## src/rtl/apb_itimer_pkg.sv

```systemverilog
package apb_itimer_pkg;

  localparam logic [11:0] OFS_CTRL   = 12'h000;
  localparam logic [11:0] OFS_COUNT  = 12'h004;
  localparam logic [11:0] OFS_RELOAD = 12'h008;
  localparam logic [11:0] OFS_STATUS = 12'h00C;

  localparam int ID_WORDS = 12;
  localparam int CTRL_BITS = 4;

  // Control register layout, bit 3 down to bit 0
  typedef struct packed {
    logic irq_en;
    logic ext_clk_sel;
    logic ext_gate_sel;
    logic run;
  } ctrl_t;

  function automatic logic [7:0] id_byte(input int idx);
    case (idx)
      0:  return 8'h04;
      4:  return 8'h22;
      5:  return 8'hB8;
      6:  return 8'h1B;
      8:  return 8'h0D;
      9:  return 8'hF0;
      10: return 8'h05;
      11: return 8'hB1;
      default: return 8'h00;
    endcase
  endfunction

endpackage

```

## src/rtl/apb_itimer_counter.sv

```systemverilog
module apb_itimer_counter #(
  parameter int CNT_W = 32
) (
  input  logic             clk,
  input  logic             rst,
  input  logic             run_i,
  input  logic             load_i,
  input  logic [CNT_W-1:0] load_val_i,
  input  logic [CNT_W-1:0] reload_i,
  output logic [CNT_W-1:0] cnt_o,
  output logic             hit_o
);

  logic [CNT_W-1:0] cnt_q;
  logic             at_zero;
  logic             step;

  always_comb begin
    at_zero = (cnt_q == '0);
    step    = run_i && !load_i;
    hit_o   = step && (cnt_q == CNT_W'(1));
  end

  always_ff @(posedge clk) begin
    if (rst) begin
      cnt_q <= '0;
    end else if (load_i) begin
      cnt_q <= load_val_i;
    end else if (run_i) begin
      if (!at_zero)
        cnt_q <= cnt_q - CNT_W'(1);
      else if (reload_i != '0)
        cnt_q <= reload_i;
    end
  end

  assign cnt_o = cnt_q;

  // one step per clock while enabled
  a_r3_step_down: assert property (@(posedge clk) disable iff (rst)
    (run_i && !load_i && cnt_q != '0) |=> (cnt_q == $past(cnt_q) - CNT_W'(1)));

  // disabled count is frozen
  a_r3_frozen: assert property (@(posedge clk) disable iff (rst)
    (!run_i && !load_i) |=> (cnt_q == $past(cnt_q)));

  // zero held one clock, then reload
  a_r4_reload: assert property (@(posedge clk) disable iff (rst)
    (run_i && !load_i && cnt_q == '0 && reload_i != '0) |=> (cnt_q == $past(reload_i)));

  // zero reload keeps the counter stopped
  a_r7_zero_stop: assert property (@(posedge clk) disable iff (rst)
    (run_i && !load_i && cnt_q == '0 && reload_i == '0) |=> (cnt_q == '0));

  // a register write overrides the step
  a_r8_load: assert property (@(posedge clk) disable iff (rst)
    load_i |=> (cnt_q == $past(load_val_i)));

endmodule

```

## src/rtl/apb_itimer_idrom.sv

```systemverilog
module apb_itimer_idrom
  import apb_itimer_pkg::*;
#(
  parameter int ADDR_W = 12,
  parameter int DATA_W = 32
) (
  input  logic [ADDR_W-1:0] addr_i,
  output logic              hit_o,
  output logic [DATA_W-1:0] data_o
);

  localparam int BASE_INT = (1 << ADDR_W) - 4 * ID_WORDS;
  localparam logic [ADDR_W-1:0] ID_BASE = ADDR_W'(BASE_INT);

  logic [ID_WORDS-1:0] match;
  logic [DATA_W-1:0]   word [ID_WORDS];

  for (genvar g = 0; g < ID_WORDS; g++) begin : g_id
    assign match[g] = (addr_i == ID_BASE + ADDR_W'(4 * g));
    assign word[g]  = match[g] ? DATA_W'(id_byte(g)) : '0;
  end

  always_comb begin
    data_o = '0;
    for (int i = 0; i < ID_WORDS; i++)
      data_o = data_o | word[i];
    hit_o = |match;
  end

endmodule

```

## src/rtl/apb_itimer_regs.sv

```systemverilog
module apb_itimer_regs
  import apb_itimer_pkg::*;
#(
  parameter int ADDR_W = 12,
  parameter int DATA_W = 32
) (
  input  logic              clk,
  input  logic              rst,
  input  logic              psel,
  input  logic              penable,
  input  logic              pwrite,
  input  logic [ADDR_W-1:0] paddr,
  input  logic [DATA_W-1:0] pwdata,
  input  logic [DATA_W-1:0] cnt_i,
  input  logic              hit_i,
  input  logic              id_hit_i,
  input  logic [DATA_W-1:0] id_data_i,
  output logic [DATA_W-1:0] prdata_o,
  output ctrl_t             ctrl_o,
  output logic [DATA_W-1:0] reload_o,
  output logic              load_o,
  output logic [DATA_W-1:0] load_val_o,
  output logic              irq_o
);

  ctrl_t             ctrl_q;
  logic [DATA_W-1:0] reload_q;
  logic              flag_q;
  logic [DATA_W-1:0] prdata_q;

  logic wr_acc, rd_setup;
  logic at_ctrl, at_count, at_reload, at_status;
  logic set_flag, clr_flag;
  logic [DATA_W-1:0] rd_mux;

  function automatic logic at_ofs(input logic [ADDR_W-1:0] a, input logic [11:0] ofs);
    return a == ADDR_W'(ofs);
  endfunction

  always_comb begin
    wr_acc    = psel && penable && pwrite;
    rd_setup  = psel && !penable && !pwrite;
    at_ctrl   = at_ofs(paddr, OFS_CTRL);
    at_count  = at_ofs(paddr, OFS_COUNT);
    at_reload = at_ofs(paddr, OFS_RELOAD);
    at_status = at_ofs(paddr, OFS_STATUS);
    set_flag  = hit_i && ctrl_q.irq_en;
    clr_flag  = wr_acc && at_status && pwdata[0];
  end

  always_ff @(posedge clk) begin
    if (rst) begin
      ctrl_q   <= '0;
      reload_q <= '0;
      flag_q   <= 1'b0;
    end else begin
      if (wr_acc && at_ctrl)
        ctrl_q <= ctrl_t'(pwdata[CTRL_BITS-1:0]);
      if (wr_acc && at_reload)
        reload_q <= pwdata;
      if (set_flag)
        flag_q <= 1'b1;
      else if (clr_flag)
        flag_q <= 1'b0;
    end
  end

  always_comb begin
    rd_mux = '0;
    if (at_ctrl)        rd_mux = DATA_W'(ctrl_q);
    else if (at_count)  rd_mux = cnt_i;
    else if (at_reload) rd_mux = reload_q;
    else if (at_status) rd_mux = DATA_W'(flag_q);
    else if (id_hit_i)  rd_mux = id_data_i;
  end

  always_ff @(posedge clk) begin
    if (rst)
      prdata_q <= '0;
    else if (rd_setup)
      prdata_q <= rd_mux;
  end

  assign prdata_o   = prdata_q;
  assign ctrl_o     = ctrl_q;
  assign reload_o   = reload_q;
  assign load_o     = wr_acc && at_count;
  assign load_val_o = pwdata;
  assign irq_o      = flag_q;

  // the flag rises only after an enabled decrement to zero
  a_r5_rise_on_hit: assert property (@(posedge clk) disable iff (rst)
    $rose(flag_q) |-> $past(hit_i && ctrl_q.irq_en));

  // a coincident hit keeps the flag set
  a_r6_set_wins: assert property (@(posedge clk) disable iff (rst)
    (hit_i && ctrl_q.irq_en) |=> irq_o);

  // a one in data bit 0 clears the flag
  a_r6_w1c: assert property (@(posedge clk) disable iff (rst)
    (wr_acc && at_status && pwdata[0] && !(hit_i && ctrl_q.irq_en)) |=> !irq_o);

  // control writes keep only the low bits
  a_r2_ctrl_store: assert property (@(posedge clk) disable iff (rst)
    (wr_acc && at_ctrl) |=> (ctrl_o == $past(pwdata[CTRL_BITS-1:0])));

endmodule

```

## src/rtl/apb_itimer.sv

```systemverilog
module apb_itimer
  import apb_itimer_pkg::*;
#(
  parameter int ADDR_W = 12,
  parameter int DATA_W = 32
) (
  input  logic              clk,
  input  logic              rst,
  input  logic              psel,
  input  logic              penable,
  input  logic              pwrite,
  input  logic [ADDR_W-1:0] paddr,
  input  logic [DATA_W-1:0] pwdata,
  output logic [DATA_W-1:0] prdata,
  output logic              pready,
  output logic              pslverr,
  output logic              irq
);

  ctrl_t             ctrl;
  logic [DATA_W-1:0] reload, cnt, load_val, id_data;
  logic              load, hit, id_hit;

  apb_itimer_regs #(.ADDR_W(ADDR_W), .DATA_W(DATA_W)) u_regs (
    .clk(clk), .rst(rst),
    .psel(psel), .penable(penable), .pwrite(pwrite),
    .paddr(paddr), .pwdata(pwdata),
    .cnt_i(cnt), .hit_i(hit),
    .id_hit_i(id_hit), .id_data_i(id_data),
    .prdata_o(prdata), .ctrl_o(ctrl), .reload_o(reload),
    .load_o(load), .load_val_o(load_val), .irq_o(irq)
  );

  apb_itimer_counter #(.CNT_W(DATA_W)) u_cnt (
    .clk(clk), .rst(rst),
    .run_i(ctrl.run), .load_i(load), .load_val_i(load_val),
    .reload_i(reload), .cnt_o(cnt), .hit_o(hit)
  );

  apb_itimer_idrom #(.ADDR_W(ADDR_W), .DATA_W(DATA_W)) u_id (
    .addr_i(paddr), .hit_o(id_hit), .data_o(id_data)
  );

  assign pready  = 1'b1;
  assign pslverr = 1'b0;

  // reset leaves the interrupt low and the counter stopped
  a_r11_reset: assert property (@(posedge clk)
    rst |=> (!irq && cnt == '0));

endmodule

```

## config.mk

```make
export PLATFORM = sky130hd
export DESIGN_NAME = apb_itimer
export DESIGN_NICKNAME = d
export VERILOG_FILES = /design/src/rtl/apb_itimer_pkg.sv /design/src/rtl/apb_itimer_counter.sv /design/src/rtl/apb_itimer_idrom.sv /design/src/rtl/apb_itimer_regs.sv /design/src/rtl/apb_itimer.sv
export SDC_FILE = /design/constraint.sdc
export NUM_CORES = 1
export LEC_CHECK = 0
export CAP_MARGIN = 20
export CELL_PAD_IN_SITES_DETAIL_PLACEMENT = 0
export CELL_PAD_IN_SITES_GLOBAL_PLACEMENT = 1
export CORE_MARGIN = 2
export CORE_UTILIZATION = 45
export DETAILED_ROUTE_END_ITERATION = 10
export PLACE_DENSITY_LB_ADDON = 0.08
export SLEW_MARGIN = 20
export SYNTH_ARGS = -nofsm -noshare
export SYNTH_HDL_FRONTEND = slang
export SYNTH_HIERARCHICAL = 1
export SYNTH_SLANG_ARGS = --single-unit
```

## constraint.sdc

```tcl
create_clock -name clk -period 9.8 [get_ports clk]
set_clock_uncertainty 0.2 [all_clocks]
set_input_delay 0.98 -clock clk [delete_from_list [all_inputs] [get_ports clk]]
set_output_delay 0.98 -clock clk [all_outputs]
set_load 0.02 [all_outputs]
```

==> impl_metrics.ini <==
[synthesis]
yosys-top-cells-area = dfxtp_1 30%, buf_4 7.1%, a211oi_1 4.4%
synth-seq-cells = 101
synth_edf_count = 0
syn_area_sq_um = 6680
yosysWarnings = 6
synth-async-reset-ratio_pct = 0
synth_top_area_share_pct = 30.3
synth_compound_area_share_pct = 30.9
synth_cell_types = 73
synthMuxAreaShare_pct = 2.32
synth_top_area_cell = dfxtp_1
synth_flop_cell = dfxtp_1
ys_seq_area_share_pct = 30.3
yosys.area_share.simple_pct = 21.0
synth_top_family_by_area = compound AO/OA/AOI/OAI gates
synth_xor_area_share_pct = 2.23
synthAdderAreaFrac_pct = 0.375
syn_area_per_cell_sq_um = 8.02
syn_inst = 833

[die]
initial_core_util_pct = 45.9
ios = 84
rows = 44
die_w_microns = 126
dieArea_sq_um = 15800
die_h_microns = 126
core_sq_um = 14500

[critical_path]
crit_path_top_delay_cell = clkdlybuf4s50_1
crit_fanout = 70
worstSetupStartpointType = input pin
cp_top_family = buffers and inverters
cp-end-kind = flop
critPathArrivalTime_ns = 4.19
crit_type = in2reg
critPathMostFrequentCell = buf_4
required_ns = 9.79
crit_chain = clkdlybuf4s50_1 -> nor2_1 -> nand4_1 -> buf_4 -> nor3_2 -> buf_4 -> nor2b_1 -> o31ai_2 -> a2111oi_0 -> a211oi_1
critPathMaxStageDelay_ns = 0.59
path_buf_inv = 3

[route]
vias_per_cell = 6.54
drc = 0
ant_nets = 0
firstDrtPassIters = 5
drt-total-wl_mm = 22.2
drt_iter0_drc = 616
routedWlPerCell_microns = 21.9
vias = 6621

[clocking]
postCtsHoldBufs = 0
htree_levels = 3
cts_made_buffers = 9
postCtsSetupRepairBufs = 0
clk_latency_ns = 0.36
cts_buffer_depth = 2
clk_pin_slew_ns = 0.07
cts-resized-gates = 0
cts.sinks = 101
cts_tree = yes
cts-root-buf = clkbuf_16

[sta]
finalCritPeriodShare_pct = 42.9
slew_viol_final = 0
fin_tns_setup_ns = 0
hold_viol = 0
rsz0062_at_grt = false
slew_headroom_pct = 24.3
fmax_mhz = 238
setup_viol = 0
tightest_slew_ns = 1.13
min_period_ns = 4.20

[min_path]
hold_path.class = reg2reg

[finish]
most-common-layout-cells = 101 x dfxtp_1, 80 x clkdlybuf4s50_1, 53 x nand2_1, 53 x o21ai_0, 52 x a21oi_1
postLayoutCellArea_sq_um = 7410
nets = 874
fill_cells = 1459
final_util_pct = 51.0
drive_gt1_share_pct = 6.64
area_growth_syn_to_layout_pct = 11.0
final_common_cell = dfxtp_1
num_antenna_cells = 0
fin_cells = 1012

[place]
gp_congestion = 0.869
placedCellCount = 996
hpwl_mm = 14.2
dpl_cell_area_sq_um = 7110
portBuffers = 81

[global_routing]
antenna_found_initial = 1
grt_pass1_vias = 6368
grt-ovfl-total = 0
track_usage_pct = 27.5
grt_pass1_wl_mm = 35.0
grt_max_degree = 80

[power_and_ir_drop]
ir_drop_uv = 86.9
pwr_density_cell_nw_per_um2 = 115
power.total_mw = 0.853
p_leak_nw = 2.64

[run_status]
status = finished clean

[flow_run]
drv_cap = 0
-- Yosys cell counts (3+ instances only) --
cell type	n
dfxtp_1	101
o21a_1	3
xor2_1	8
nor4_1	28
or4_1	9
buf_4	63
a32oi_1	30
o211ai_1	5
a221o_1	7
inv_1	12
nand4_1	42
nor2b_1	9
xnor2_1	9
nand3_1	8
a211oi_1	39
a21oi_1	52
nor3_1	20
nor2_1	33
o2bb2ai_1	4
a21o_1	34
o32ai_1	3
conb_1	3
buf_2	24
o21ai_0	53
and3_1	3
clkbuf_1	48
o31a_1	5
or2_2	3
nor3_2	4
a311oi_1	7
mux2i_1	11
nand2b_1	5
or3_1	11
nand2_1	54
o31ai_1	32
nor3b_1	3
-- area by class of cell --
class / count / area, sq um / area share (%)
flip-flops and latches: 101 / 2020 / 27.3
clock buffers: 12 / 246 / 3.33
repair buffers: 94 / 903 / 12.2
clock inverters: 4 / 47.5 / 0.642
inverters: 13 / 48.8 / 0.658
multi-input cells: 604 / 3910 / 52.8
well taps: 184 / 230 / 3.11
-- per-stage QoR --
stage | worst slack (ns) | hold slack [ns]
final | 5.60 | 0.253
after global routing | 5.34 | 0.274
after CTS | 5.64 | 0.260
after detailed placement | 5.27 | 0.244
after global placement | 5.39 | 0.237
after floorplan | 6.53 | 0.241
-- cells by family (layout without fill, tap and decap cells) --
group / Yosys count / in the layout
multiplexers: 14 / 14
adder cells (fa/ha/maj): 2 / 2
AO/OA/AOI/OAI: 295 / 295
XOR/XNOR: 17 / 17
other: 3 / 26
AND/OR/NAND/NOR: 250 / 250
buffers and inverters: 151 / 123
flip-flops: 101 / 101
-- final timing paths --
| path | startpoint | end | slack, ns | cells past startpoint |
|---|---|---|---|---|
| setup reg to reg | u_cnt/cnt_o[7]$_SDFFE_PP0P_ | u_cnt/cnt_o[31]$_SDFFE_PP0P_ | 5.70 | 6 |
| hold reg to reg | u_regs/prdata_o[17]$_SDFFE_PP0P_ | u_regs/prdata_o[17]$_SDFFE_PP0P_ | 0.25 | 2 |
| setup / recovery | paddr[4] | u_cnt/cnt_o[31]$_SDFFE_PP0P_ | 5.60 | 10 |
| hold / removal | u_regs/prdata_o[17]$_SDFFE_PP0P_ | u_regs/prdata_o[17]$_SDFFE_PP0P_ | 0.25 | 2 |
-- per-layer routing --
| metal | GRT usage, % | up-vias | share of wire [%] |
|---|---|---|---|
| li1 | - | 3084 | - |
| met5 | 0 | - | 0 |
| met4 | 12.3 | 0 | 3.3 |
| met2 | 45.2 | 241 | 48 |
| met3 | 4.29 | 45 | 5.7 |
| met1 | 35.9 | 3251 | 43 |
-- sequential cells by signal, summed over array words and instances, names as in the netlist --
name / count
u_regs/reload_o: 32
u_regs/ctrl_o: 4
u_cnt/cnt_o: 32
u_regs/irq_o: 1
u_regs/prdata_o: 32
-- power by group --
part,total (mW),internal [mW],switching (mW)
sequential,0.411,0.411,0.000238
clock,0.369,0.205,0.164
combinational,0.0737,0.0290,0.0447
-- worst min-delay path: stages, from the launching register on --
cell and delay, ns:
dfxtp_1 0.33, nand2_1 0.05, o31ai_1 0.05
Power figures use the tool's default switching activity.
